File: config.mk
export PLATFORM = sky130hd
export DESIGN_NAME = rsq_sequencer
export DESIGN_NICKNAME = d
export VERILOG_FILES = /design/src/rtl/rsq_pkg.sv /design/src/rtl/rsq_packer.sv /design/src/rtl/rsq_poller.sv /design/src/rtl/rsq_sequencer.sv
export SDC_FILE = /design/constraint.sdc
export NUM_CORES = 1
export LEC_CHECK = 0
export ABC_AREA = 1
export BUFFER_PORTS_ARGS = -buffer_cell sky130_fd_sc_hd__buf_2
export CELL_PAD_IN_SITES_DETAIL_PLACEMENT = 1
export CELL_PAD_IN_SITES_GLOBAL_PLACEMENT = 2
export CORE_ASPECT_RATIO = 0.75
export CORE_UTILIZATION = 27
export DETAILED_ROUTE_END_ITERATION = 6
export PLACE_DENSITY_LB_ADDON = 0.1
export SLEW_MARGIN = 0
export SYNTH_ARGS = -nofsm -noshare
export SYNTH_HDL_FRONTEND = slang
export SYNTH_SLANG_ARGS = --single-unit
File: constraint.sdc
create_clock -name clk -period 2.9 [get_ports clk]
set_clock_uncertainty 0.2 [all_clocks]
set_input_delay 0 -clock clk [delete_from_list [all_inputs] [get_ports clk]]
set_output_delay 0 -clock clk [all_outputs]
set_load 0.005 [all_outputs]
File: src/rtl/rsq_pkg.sv
package rsq_pkg;

    typedef enum logic [1:0] {
        MODE_WR  = 2'd0,
        MODE_RD  = 2'd1,
        MODE_RMW = 2'd2,
        MODE_BAD = 2'd3
    } rsq_mode_e;

    typedef enum logic [1:0] {
        ST_OK      = 2'd0,
        ST_IOERR   = 2'd1,
        ST_TIMEOUT = 2'd2,
        ST_REJECT  = 2'd3
    } rsq_status_e;

    typedef enum logic [2:0] {
        S_IDLE,
        S_LOAD,
        S_ISSUE,
        S_POLL,
        S_WAIT,
        S_FETCH,
        S_REPORT
    } rsq_state_e;

    localparam logic [7:0] RSQ_CMD_CODE = 8'hFF;

endpackage

File: src/rtl/rsq_packer.sv
// Builds the whole write-buffer image and the size field from a latched request.
module rsq_packer
    import rsq_pkg::*;
#(
    parameter int MAX_REGS  = 5,
    parameter int BUF_BYTES = 16
) (
    input  rsq_mode_e                      mode,
    input  logic [$clog2(MAX_REGS+1)-1:0]  count,
    input  logic [MAX_REGS*16-1:0]         addrs,
    input  logic [MAX_REGS*8-1:0]          datas,
    output logic [BUF_BYTES*8-1:0]         payload,
    output logic [7:0]                     size,
    output logic [$clog2(BUF_BYTES/4):0]   nwords
);
    localparam int NW_W = $clog2(BUF_BYTES/4) + 1;

    logic [7:0] pb [BUF_BYTES];
    int         n;

    always_comb begin
        for (int b = 0; b < BUF_BYTES; b++) begin
            pb[b] = '0;
        end
        n    = int'(count);
        size = '0;
        unique case (mode)
            MODE_RMW: begin
                pb[0] = addrs[7:0];
                pb[1] = addrs[15:8];
                pb[2] = datas[7:0];
                pb[3] = datas[15:8];
                size  = 8'd4;
            end
            MODE_WR, MODE_RD: begin
                for (int i = 0; i < MAX_REGS; i++) begin
                    if (i < n) begin
                        pb[2*i]   = addrs[16*i +: 8];
                        pb[2*i+1] = addrs[16*i+8 +: 8];
                    end
                end
                if (mode == MODE_WR) begin
                    for (int i = 0; i < MAX_REGS; i++) begin
                        if (i < n && (2*n + i) < BUF_BYTES) begin
                            pb[2*n + i] = datas[8*i +: 8];
                        end
                    end
                    size = 8'(3 * n);
                end else begin
                    size = 8'(2 * n);
                end
            end
            default: size = '0;
        endcase
    end

    generate
        for (genvar g = 0; g < BUF_BYTES; g++) begin : g_flat
            assign payload[8*g +: 8] = pb[g];
        end
    endgenerate

    assign nwords = NW_W'((int'(size) + 3) / 4);

endmodule

File: src/rtl/rsq_poller.sv
// Retry counter and inter-sample interval timer for the busy wait.
module rsq_poller #(
    parameter int POLL_LIMIT = 100000,
    parameter int IVL_W      = 16
) (
    input  logic             clk,
    input  logic             rst_n,
    input  logic             arm,
    input  logic             busy_seen,
    input  logic             waiting,
    input  logic [IVL_W-1:0] interval,
    output logic             exhausted,
    output logic             no_wait,
    output logic             wait_over
);
    localparam int TRY_W = $clog2(POLL_LIMIT + 2);

    logic [TRY_W-1:0] tries_q;
    logic [IVL_W-1:0] timer_q;

    assign no_wait   = (interval < IVL_W'(2));
    assign exhausted = (tries_q == TRY_W'(POLL_LIMIT + 1));
    assign wait_over = (timer_q == '0);

    always_ff @(posedge clk or negedge rst_n) begin
        if (!rst_n) begin
            tries_q <= '0;
            timer_q <= '0;
        end else begin
            if (arm) begin
                tries_q <= '0;
            end else if (busy_seen) begin
                tries_q <= tries_q + 1'b1;
            end
            if (busy_seen && !no_wait) begin
                timer_q <= interval - IVL_W'(2);
            end else if (waiting && timer_q != '0) begin
                timer_q <= timer_q - 1'b1;
            end
        end
    end

endmodule

File: src/rtl/rsq_sequencer.sv
module rsq_sequencer
    import rsq_pkg::*;
#(
    parameter int MAX_REGS   = 5,
    parameter int BUF_BYTES  = 16,
    parameter int POLL_LIMIT = 100000,
    parameter int IVL_W      = 16
) (
    input  logic                              clk,
    input  logic                              rst_n,
    input  logic                              req_valid,
    output logic                              req_ready,
    input  logic [1:0]                        req_mode,
    input  logic [$clog2(MAX_REGS+1)-1:0]     req_count,
    input  logic [MAX_REGS*16-1:0]            req_addr,
    input  logic [MAX_REGS*8-1:0]             req_data,
    input  logic [IVL_W-1:0]                  poll_interval,
    output logic                              mb_buf_we,
    output logic [$clog2(BUF_BYTES/4)-1:0]    mb_buf_idx,
    output logic [31:0]                       mb_buf_wdata,
    output logic                              mb_cmd_we,
    output logic [31:0]                       mb_cmd_word,
    input  logic                              mb_busy,
    input  logic                              mb_error,
    output logic [$clog2(BUF_BYTES/4)-1:0]    mb_rd_idx,
    input  logic [31:0]                       mb_rd_data,
    output logic                              done,
    output logic [1:0]                        done_status,
    output logic [MAX_REGS*8-1:0]             rd_data
);
    localparam int CNT_W = $clog2(MAX_REGS + 1);
    localparam int IDX_W = $clog2(BUF_BYTES / 4);
    localparam int NW_W  = IDX_W + 1;

    rsq_state_e               state_q, state_d;
    rsq_mode_e                mode_q;
    logic [CNT_W-1:0]         cnt_q;
    logic [MAX_REGS*16-1:0]   addr_q;
    logic [MAX_REGS*8-1:0]    data_q;
    logic [IDX_W-1:0]         w_q, f_q, last_f;
    rsq_status_e              status_q;
    logic [MAX_REGS*8-1:0]    rd_q;

    logic [BUF_BYTES*8-1:0]   payload;
    logic [7:0]               size;
    logic [NW_W-1:0]          nwords;
    logic                     req_bad, load_last, fetch_last;
    logic                     exhausted, no_wait, wait_over;
    logic [CNT_W-1:0]         cnt_m1;

    rsq_packer #(
        .MAX_REGS  (MAX_REGS),
        .BUF_BYTES (BUF_BYTES)
    ) u_packer (
        .mode    (mode_q),
        .count   (cnt_q),
        .addrs   (addr_q),
        .datas   (data_q),
        .payload (payload),
        .size    (size),
        .nwords  (nwords)
    );

    rsq_poller #(
        .POLL_LIMIT (POLL_LIMIT),
        .IVL_W      (IVL_W)
    ) u_poller (
        .clk       (clk),
        .rst_n     (rst_n),
        .arm       (state_q == S_ISSUE),
        .busy_seen (state_q == S_POLL && mb_busy),
        .waiting   (state_q == S_WAIT),
        .interval  (poll_interval),
        .exhausted (exhausted),
        .no_wait   (no_wait),
        .wait_over (wait_over)
    );

    assign req_bad    = (req_count == '0) || (int'(req_count) > MAX_REGS) ||
                        (req_mode == 2'(MODE_BAD));
    assign load_last  = ({1'b0, w_q} == nwords - 1'b1);
    assign cnt_m1     = cnt_q - 1'b1;
    assign last_f     = IDX_W'(cnt_m1 >> 2);
    assign fetch_last = (f_q == last_f);

    // state register
    always_ff @(posedge clk or negedge rst_n) begin
        if (!rst_n) begin
            state_q <= S_IDLE;
        end else begin
            state_q <= state_d;
        end
    end

    // transitions
    always_comb begin
        state_d = state_q;
        unique case (state_q)
            S_IDLE:   if (req_valid) state_d = req_bad ? S_REPORT : S_LOAD;
            S_LOAD:   if (load_last) state_d = S_ISSUE;
            S_ISSUE:  state_d = S_POLL;
            S_POLL: begin
                if (!mb_busy) begin
                    state_d = (!mb_error && mode_q == MODE_RD) ? S_FETCH : S_REPORT;
                end else if (exhausted) begin
                    state_d = S_REPORT;
                end else if (!no_wait) begin
                    state_d = S_WAIT;
                end
            end
            S_WAIT:   if (wait_over) state_d = S_POLL;
            S_FETCH:  if (fetch_last) state_d = S_REPORT;
            S_REPORT: state_d = S_IDLE;
            default:  state_d = S_IDLE;
        endcase
    end

    // request latch, word pointers, status and result bytes
    always_ff @(posedge clk or negedge rst_n) begin
        if (!rst_n) begin
            mode_q   <= MODE_WR;
            cnt_q    <= '0;
            addr_q   <= '0;
            data_q   <= '0;
            w_q      <= '0;
            f_q      <= '0;
            status_q <= ST_OK;
            rd_q     <= '0;
        end else begin
            unique case (state_q)
                S_IDLE: begin
                    if (req_valid) begin
                        mode_q <= rsq_mode_e'(req_mode);
                        cnt_q  <= req_count;
                        addr_q <= req_addr;
                        data_q <= req_data;
                        w_q    <= '0;
                        f_q    <= '0;
                        rd_q   <= '0;
                        if (req_bad) begin
                            status_q <= ST_REJECT;
                        end
                    end
                end
                S_LOAD: w_q <= w_q + 1'b1;
                S_POLL: begin
                    if (!mb_busy) begin
                        status_q <= mb_error ? ST_IOERR : ST_OK;
                    end else if (exhausted) begin
                        status_q <= ST_TIMEOUT;
                    end
                end
                S_FETCH: begin
                    for (int j = 0; j < 4; j++) begin
                        if ((4*int'(f_q) + j) < int'(cnt_q) && (4*int'(f_q) + j) < MAX_REGS) begin
                            rd_q[8*(4*int'(f_q) + j) +: 8] <= mb_rd_data[8*j +: 8];
                        end
                    end
                    f_q <= f_q + 1'b1;
                end
                default: ;
            endcase
        end
    end

    // outputs
    always_comb begin
        req_ready    = (state_q == S_IDLE);
        mb_buf_we    = (state_q == S_LOAD);
        mb_buf_idx   = w_q;
        mb_buf_wdata = payload[32*w_q +: 32];
        mb_cmd_we    = (state_q == S_ISSUE);
        mb_cmd_word  = {8'h00, size, 2'b00, mode_q, 3'b000, 1'b0, RSQ_CMD_CODE};
        mb_rd_idx    = f_q;
        done         = (state_q == S_REPORT);
        done_status  = status_q;
        rd_data      = rd_q;
    end

endmodule

# Word level (Yosys, flattened, before mapping)
# Cells that the tools add are included.
[totals]
out_inout_bits = 114
register_bits = 207
input_bits = 178
elab_cells = 214
[op_classes]
multipliers = 1
shifts = 9
n_reduce_logical = 39
order_cmp = 30
bitwise = 6
mux = 79
n_addsub = 20
eq_ne = 19
[ops]
columns = ["cell", "n"]
rows = [
  ["$mux W128", 14],
  ["$bwmux W128", 5],
  ["$mux W40", 8],
  ["$mux W16", 12],
  ["$bwmux W40", 4],
  ["$demux W8 S4", 5],
  ["$ge A32 B5 Y1 const B", 5],
  ["$lt A32 B1 Y1 const B", 5],
  ["$shift A8 B33 Y40 const A", 4],
  ["$shiftx A8 B33 Y40", 4],
  ["$lt A32 B6 Y1 const B", 4],
  ["$not A32 Y32", 4],
  ["$shiftx A128 B8 Y32", 1],
  ["$neg A8 Y33", 3],
  ["$lt A32 B4 Y1", 3],
  ["$lt A32 B4 Y1 const B", 3],
  ["$mux W96", 1],
  ["$pmux W40 S2", 1],
  ["$pmux W32 S2", 1],
  ["$mux W8", 6],
  ["$mux W17", 2],
  ["$neg A7 Y33", 1],
  ["$not A4 Y32", 1],
  ["$mux W3", 8],
  ["49 further kinds", 98],
]

# Longest topological paths before layout
[depth]
word_depth = 26
ltp_mapped = 20
ltp_nobuf = 20

# By module
# Synthesis repeated with hierarchy kept, for this count alone.
[hier_totals]
hier_cells = 2192
area_unflattened_um2 = 15285.9
[modules_own_cells]
columns = ["mod", "instances", "area_each_um2", "seq_area_each_um2", "cells_each"]
rows = [
  ["rsq_sequencer", 1, 8162.8, 4354.2, 790],
  ["rsq_packer", 1, 4519.3, 0.0, 998],
  ["rsq_poller", 1, 2603.7, 825.8, 404],
]

# Least setup slack after synthesis
# Ideal clock, no wire load.
[synth_path]
path_kind = "register to register"
startpoint = "register cnt_q[1]"
endpoint = "register state_q[0]"
synth_period_minus_slack_ns = 2.756
setup_ns = 0.117
t_arrival_ns = 2.440
stages_incl_launch_ff = 20
path_slack_ns = 0.144
path_buffers = 0
required_time_ns = 2.583
path_cell_list = "dfrtp_1 > ha_1 > fa_1 > inv_1 > nand2_1 > nand2_1 > inv_1 > nand2_1 > o21ai_0 > nand2_1 > ha_1 > nand3b_1 > nand2_1 > nand4_1 > nand2_1 > nand3_1 > nand2_1 > nand2_1 > nand2_1 > nand2_1"
[synth_via]
elab_cells_between_ends = 14
cone_classes = "add/sub: 4; mul: 1; eq/ne: 4; mux: 2; bitwise: 1; reduce/logical: 2"
[synth_lines]
columns = ["element", "line_no", "source"]
rows = [
  ["start: declaration", "rsq_sequencer.sv:37", "logic [CNT_W-1:0] cnt_q;"],
  ["start signal: assignment", "rsq_sequencer.sv:134", "cnt_q <= req_count;"],
  ["$mul A2 B3 Y5", "rsq_packer.sv:48", "size = 8'(3 * n);"],
  ["$mux W8 (*)", "rsq_packer.sv:42", "if (mode == MODE_WR) begin"],
  ["$pmux W8 S2 (*)", "rsq_packer.sv:27", "unique case (mode)"],
  ["via mb_cmd_word[18]", "rsq_sequencer.sv:22", "output logic [31:0] mb_cmd_word,"],
  ["$add A5 B2 Y5 (*)", "rsq_packer.sv:63", "assign nwords = NW_W'((int'(size) + 3) / 4);"],
  ["$add A3 B1 Y3 (no line) (*)", "--", ""],
  ["$sub A3 B1 Y3 (*)", "rsq_sequencer.sv:81", "assign load_last = ({1'b0, w_q} == nwords - 1'b1);"],
  ["$eq A2 B3 Y1 (*)", "rsq_sequencer.sv:81", ""],
  ["$ne A2 B1 Y1 (no line) (*)", "--", ""],
  ["$reduce_and A5 Y1 (no line) (*)", "--", ""],
  ["end signal: assignment", "rsq_sequencer.sv:91", "state_q <= state_d;"],
  ["end: declaration", "rsq_sequencer.sv:35", "rsq_state_e state_q, state_d;"],
]
# The timed path passes the listed nets; every way through them passes the cells marked *.
# A chain may end at the register's enable or synchronous reset.

# Worst setup path after layout
[layout_path]
startpoint = "register cnt_q[1]"
endpoint = "output mb_buf_wdata[20]"
[layout_via]
elab_chain_len = 26
elab_cells_between_ends = 75
cone_classes = "add/sub: 4; order compare: 20; shift: 1; mux: 35; bitwise: 5; reduce/logical: 10"
[layout_rtl]
columns = ["element", "line_no", "source"]
rows = [
  ["$not A4 Y32 (not written as such)", "rsq_packer.sv:45", "pb[2*n + i] = datas[8*i +: 8];"],
  ["$ge A32 B5 Y1 (not written as such) or $lt A32 B1 Y1 (tied branches)", "rsq_packer.sv:45", ""],
  ["$logic_and A1 B1 Y1 (not written as such)", "rsq_packer.sv:45", ""],
  ["$mux W8 (not written as such)", "rsq_packer.sv:45", ""],
  ["$demux W8 S4", "rsq_packer.sv:45", ""],
  ["$bwmux W128", "rsq_packer.sv:45", ""],
  ["$mux W128", "rsq_packer.sv:44", "if (i < n && (2*n + i) < BUF_BYTES) begin"],
  ["$mux W128", "rsq_packer.sv:42", ""],
  ["[... 10 more ...]", "--", ""],
  ["$mux W128", "rsq_packer.sv:44", ""],
  ["$mux W128", "rsq_packer.sv:42", ""],
  ["$mux W128", "rsq_packer.sv:27", ""],
  ["$bwmux W128", "rsq_packer.sv:45", ""],
  ["$mux W128", "rsq_packer.sv:44", ""],
  ["$mux W128 (*)", "rsq_packer.sv:42", ""],
  ["$pmux W32 S2 or $mux W96 (tied branches)", "rsq_packer.sv:27", ""],
  ["$shiftx A128 B8 Y32 (*)", "rsq_sequencer.sv:171", "mb_buf_wdata = payload[32*w_q +: 32];"],
  ["end: declaration", "rsq_sequencer.sv:20", "output logic [31:0] mb_buf_wdata,"],
]
# Mark *: on every way between the ends. The rest lies on a longest branch, timed or not. The select of a mux whose other input is x is not followed.

==> results.yml <==
timing:
  fin_crit_sh: 1.10
  relSlewSlack: 0.448
  setup_viol: 35
  period_needed_ns: 3.18
  rsz0062_at_grt: "true"
  tightest_slew_ns: 0.827
  slew_violations: 0
  fmax_mhz: 315
  setup_ws_ns: -0.277
  final_hold_viol_count: 0
  whs_ns: 0.0175
  finalSetupTns_ns: -6.77
cts:
  cts_max_path_buffers: 3
  htreeDepth: 1
  numClockSinks: 207
  path_clk_slew_ns: 0.06
  cts_tree: "yes"
  cts_root_buf: "clkbuf_16"
  clock_latency_ns: 0.60
  cts_inserted_buffers: 27
floorplanning:
  fp-row-count: 73
  dieArea_um2: 55000
  design.core.area_um2: 53200
  io_pins: 292
  die_w_um: 271
  fp.dieH_um: 203
  initial_core_util: 0.274
logic_synthesis:
  synthFlopType: "dfrtp_1"
  netlist_area_um2: 14600
  synth_warnings: 0
  ys_types: 49
  ys_seq_area_frac: 0.355
  synth_top_area_cell: "dfrtp_1"
  synthMuxAreaShare: 0
  synth_fa_ha_area_frac: 0.0176
  synth_top_area_frac: 0.355
  synthSimpleGateAreaFrac: 0.336
  synthTopCellsByArea: "dfrtp_1 35%, nand2_1 21%, nand3_1 5.8%, o21ai_0 5.5%, inv_1 4.9%"
  async_flop_share: 1.00
  ys_seq_elements: 207
  synthCells: 2246
  synth_xor_area_frac: 0.0150
  synth_compound_area_frac: 0.178
  synth_edf_count: 0
  synth_top_family_by_area: "simple AND/OR/NAND/NOR gates"
  syn_area_per_cell_um2: 6.50
power:
  power.leakage_uw: 0.0117
  p_int_uw: 6160
  vdd_drop_max_uv: 438
  swShare: 0.319
  seqPwrFrac: 0.358
  clockPowerShare: 0.401
  powerDensity_nw_per_um2: 368
  pwr-share-comb: 0.241
  power.switching_uw: 2890
  p_total_uw: 9040
routing:
  wl_per_cell_um: 22.5
  post-route-drc-count: 0
  ant_nets: 0
  drtIter0Drc: 1391
  drt_wl_total_um: 85900
  drt_first_pass_iters: 5
  drt-vias-per-instance: 5.08
  vias: 19400
critical_path:
  path_cells: "buf_6, clkinvlp_4, ha_4, nand2_4, nand2_4, buf_6, nor2_4, buf_6, nand2_4, inv_2, a21oi_1, nand2_1, nand2_1, nand2_1, nand3_1, buf_2"
  arrival_ns: 2.98
  crit_path_top_delay_cell: "dfrtp_1"
  cp-end-kind: "output pin"
  worst-path-buf-inv: 6
  cp-start-kind: "register"
  ff2ff_path_depth: 21
  cp.required_ns: 2.70
  critPathMaxStageDelay_ns: 0.38
  crit_family: "buffers and inverters"
  r2r-end: "state_q[0]"
  worst-setup-path-type: "register to output pin"
  r2r_setup_slack_ns: -0.09
  reg2reg_from: "cnt_q[1]"
  critPathMaxFanout: 7
hold_path:
  hp-class: "input pin to register"
  whs_path_depth: 4
  whs_endpoint: "u_poller.timer_q[0]"
  min_from: "poll_interval[0]"
global_routing:
  grt_pass1_wl_um: 128000
  track_usage: 0.307
  grt_max_degree: 115
  grt_pass1_vias: 20500
  antenna_found_initial: 3
  grt_overflow: 0
placed_design:
  gp_congestion: 0.929
  io_buffers: 266
  pre_cts_ws_ns: -0.00111
  dp_hpwl_um: 58500
job:
  drv_cap: 0
cells_and_area:
  drive_gt1_frac: 0.234
  fin_nets: 3283
  post-route-util: 0.462
  synthToLayoutAreaGrowth_pct: 68.3
run_status:
  status: "finished, violations left"
  violations: "negative setup slack"
## per-stage QoR
step | instance area [um^2] | cells
final | 24600 | 3819
after floorplan | 14700 | 2269
after CTS | 23900 | 3796
after global placement | 17500 | 3270
after detailed placement | 17500 | 3270
after global routing | 24600 | 3818
## registers in the layout, summed over array words and instances, names as in the netlist
register and count:
cnt_q 3, state_q 3, u_poller.tries_q 17, mb_rd_idx 2, data_q 40, done_status 2, mb_buf_idx 2, mode_q 2
addr_q 80, u_poller.timer_q 16, rd_data 40
## cell families after synthesis
| group | after synthesis |
|---|---|
| AND/OR/NAND/NOR | 1195 |
| XOR/XNOR | 25 |
| other | 2 |
| buffers and inverters | 339 |
| adder cells (fa/ha/maj) | 20 |
| AO/OA/AOI/OAI | 458 |
| flip-flops | 207 |
## layout make-up
class / instances / area, um^2
antenna: 3 / 7.51
clock buffer: 36 / 739
clock inverter: 12 / 188
fill: 6609 / 28700
inverter: 216 / 870
multi-input combinational: 1724 / 8910
sequential: 207 / 5180
tap: 712 / 891
timing repair buffer: 908 / 7790
timing repair inverter: 1 / 7.51
## power groups by stage
| stage | Combinational (uW) | Clock, uW | Sequential, uW |
|---|---|---|---|
| after floorplan | 771 | 0 | 3180 |
| after global placement | 1460 | 0 | 3270 |
| after detailed placement | 1480 | 0 | 3270 |
| after CTS | 2000 | 3710 | 3220 |
| after global routing | 2350 | 3830 | 3250 |
| final | 2180 | 3630 | 3230 |
## layout by cell type, fill, tap and decap left out, types with 51 or more instances in the layout
cell | netlist | routed
nand2_1 | 819 | 758
dlygate4sd3_1 | 0 | 446
buf_2 | 46 | 259
dfrtp_1 | 207 | 205
inv_1 | 190 | 176
nand3_1 | 169 | 141
o21ai_0 | 161 | 141
buf_4 | 26 | 127
a21oi_1 | 121 | 115
nor2_1 | 137 | 108
o21ai_1 | 50 | 59
o211ai_1 | 51 | 51
buf_6 | 0 | 51
## cell usage after synthesis, types with 8 or more instances
library cell,instances
nand2_1,819
dfrtp_1,207
inv_1,190
nand3_1,169
o21ai_0,161
nor2_1,137
a21oi_1,121
o211ai_1,51
o21ai_1,50
buf_2,46
clkbuf_1,45
buf_4,26
inv_2,24
o22ai_1,22
nor3_1,21
ha_1,19
xor2_1,17
nand4_1,16
a31oi_1,15
o31ai_1,8
xnor2_1,8
## worst min-delay path, cell delays in order
cell and delay [ns]:
dlygate4sd3_1 0.52, buf_2 0.09, nand2_1 0.07, o211ai_1 0.09
## layer usage
layer / vias up / part of all wire / global-route usage / wire length, um
met4: 2 / 0.024 / 0.0726 / 2070
met1: 9687 / 0.47 / 0.431 / 40000
met3: 124 / 0.074 / 0.0681 / 6350
met2: 605 / 0.44 / 0.479 / 37500
met5: - / 0.00015 / 0 / 13
li1: 8982 / - / - / -
## timing repair
item / in CTS / in global routing
setup endpoints to repair: 33 / 71
gates resized for setup: 181 / 141
pin swaps: 49 / 70
endpoints found under the hold margin: 403 / 0
hold buffers: 447 / 0
gates cloned: 6 / 2
buffers inserted: 26 / 20
## worst max path at each step
stage | start | endpoint | slack (ns) | cells after the start
finish | cnt_q[1] | mb_buf_wdata[20] | -0.28 | 16
global route | cnt_q[1] | mb_buf_wdata[17] | -0.42 | 17
CTS | cnt_q[1] | mb_buf_wdata[7] | -0.25 | 16
detailed placement | cnt_q[1] | mb_buf_wdata[14] | -0.001 | 18
global placement | cnt_q[1] | mb_buf_wdata[30] | 0.04 | 16
floorplan | cnt_q[1] | state_q[0] | 0.14 | 19
Power figures use the tool's default switching activity.
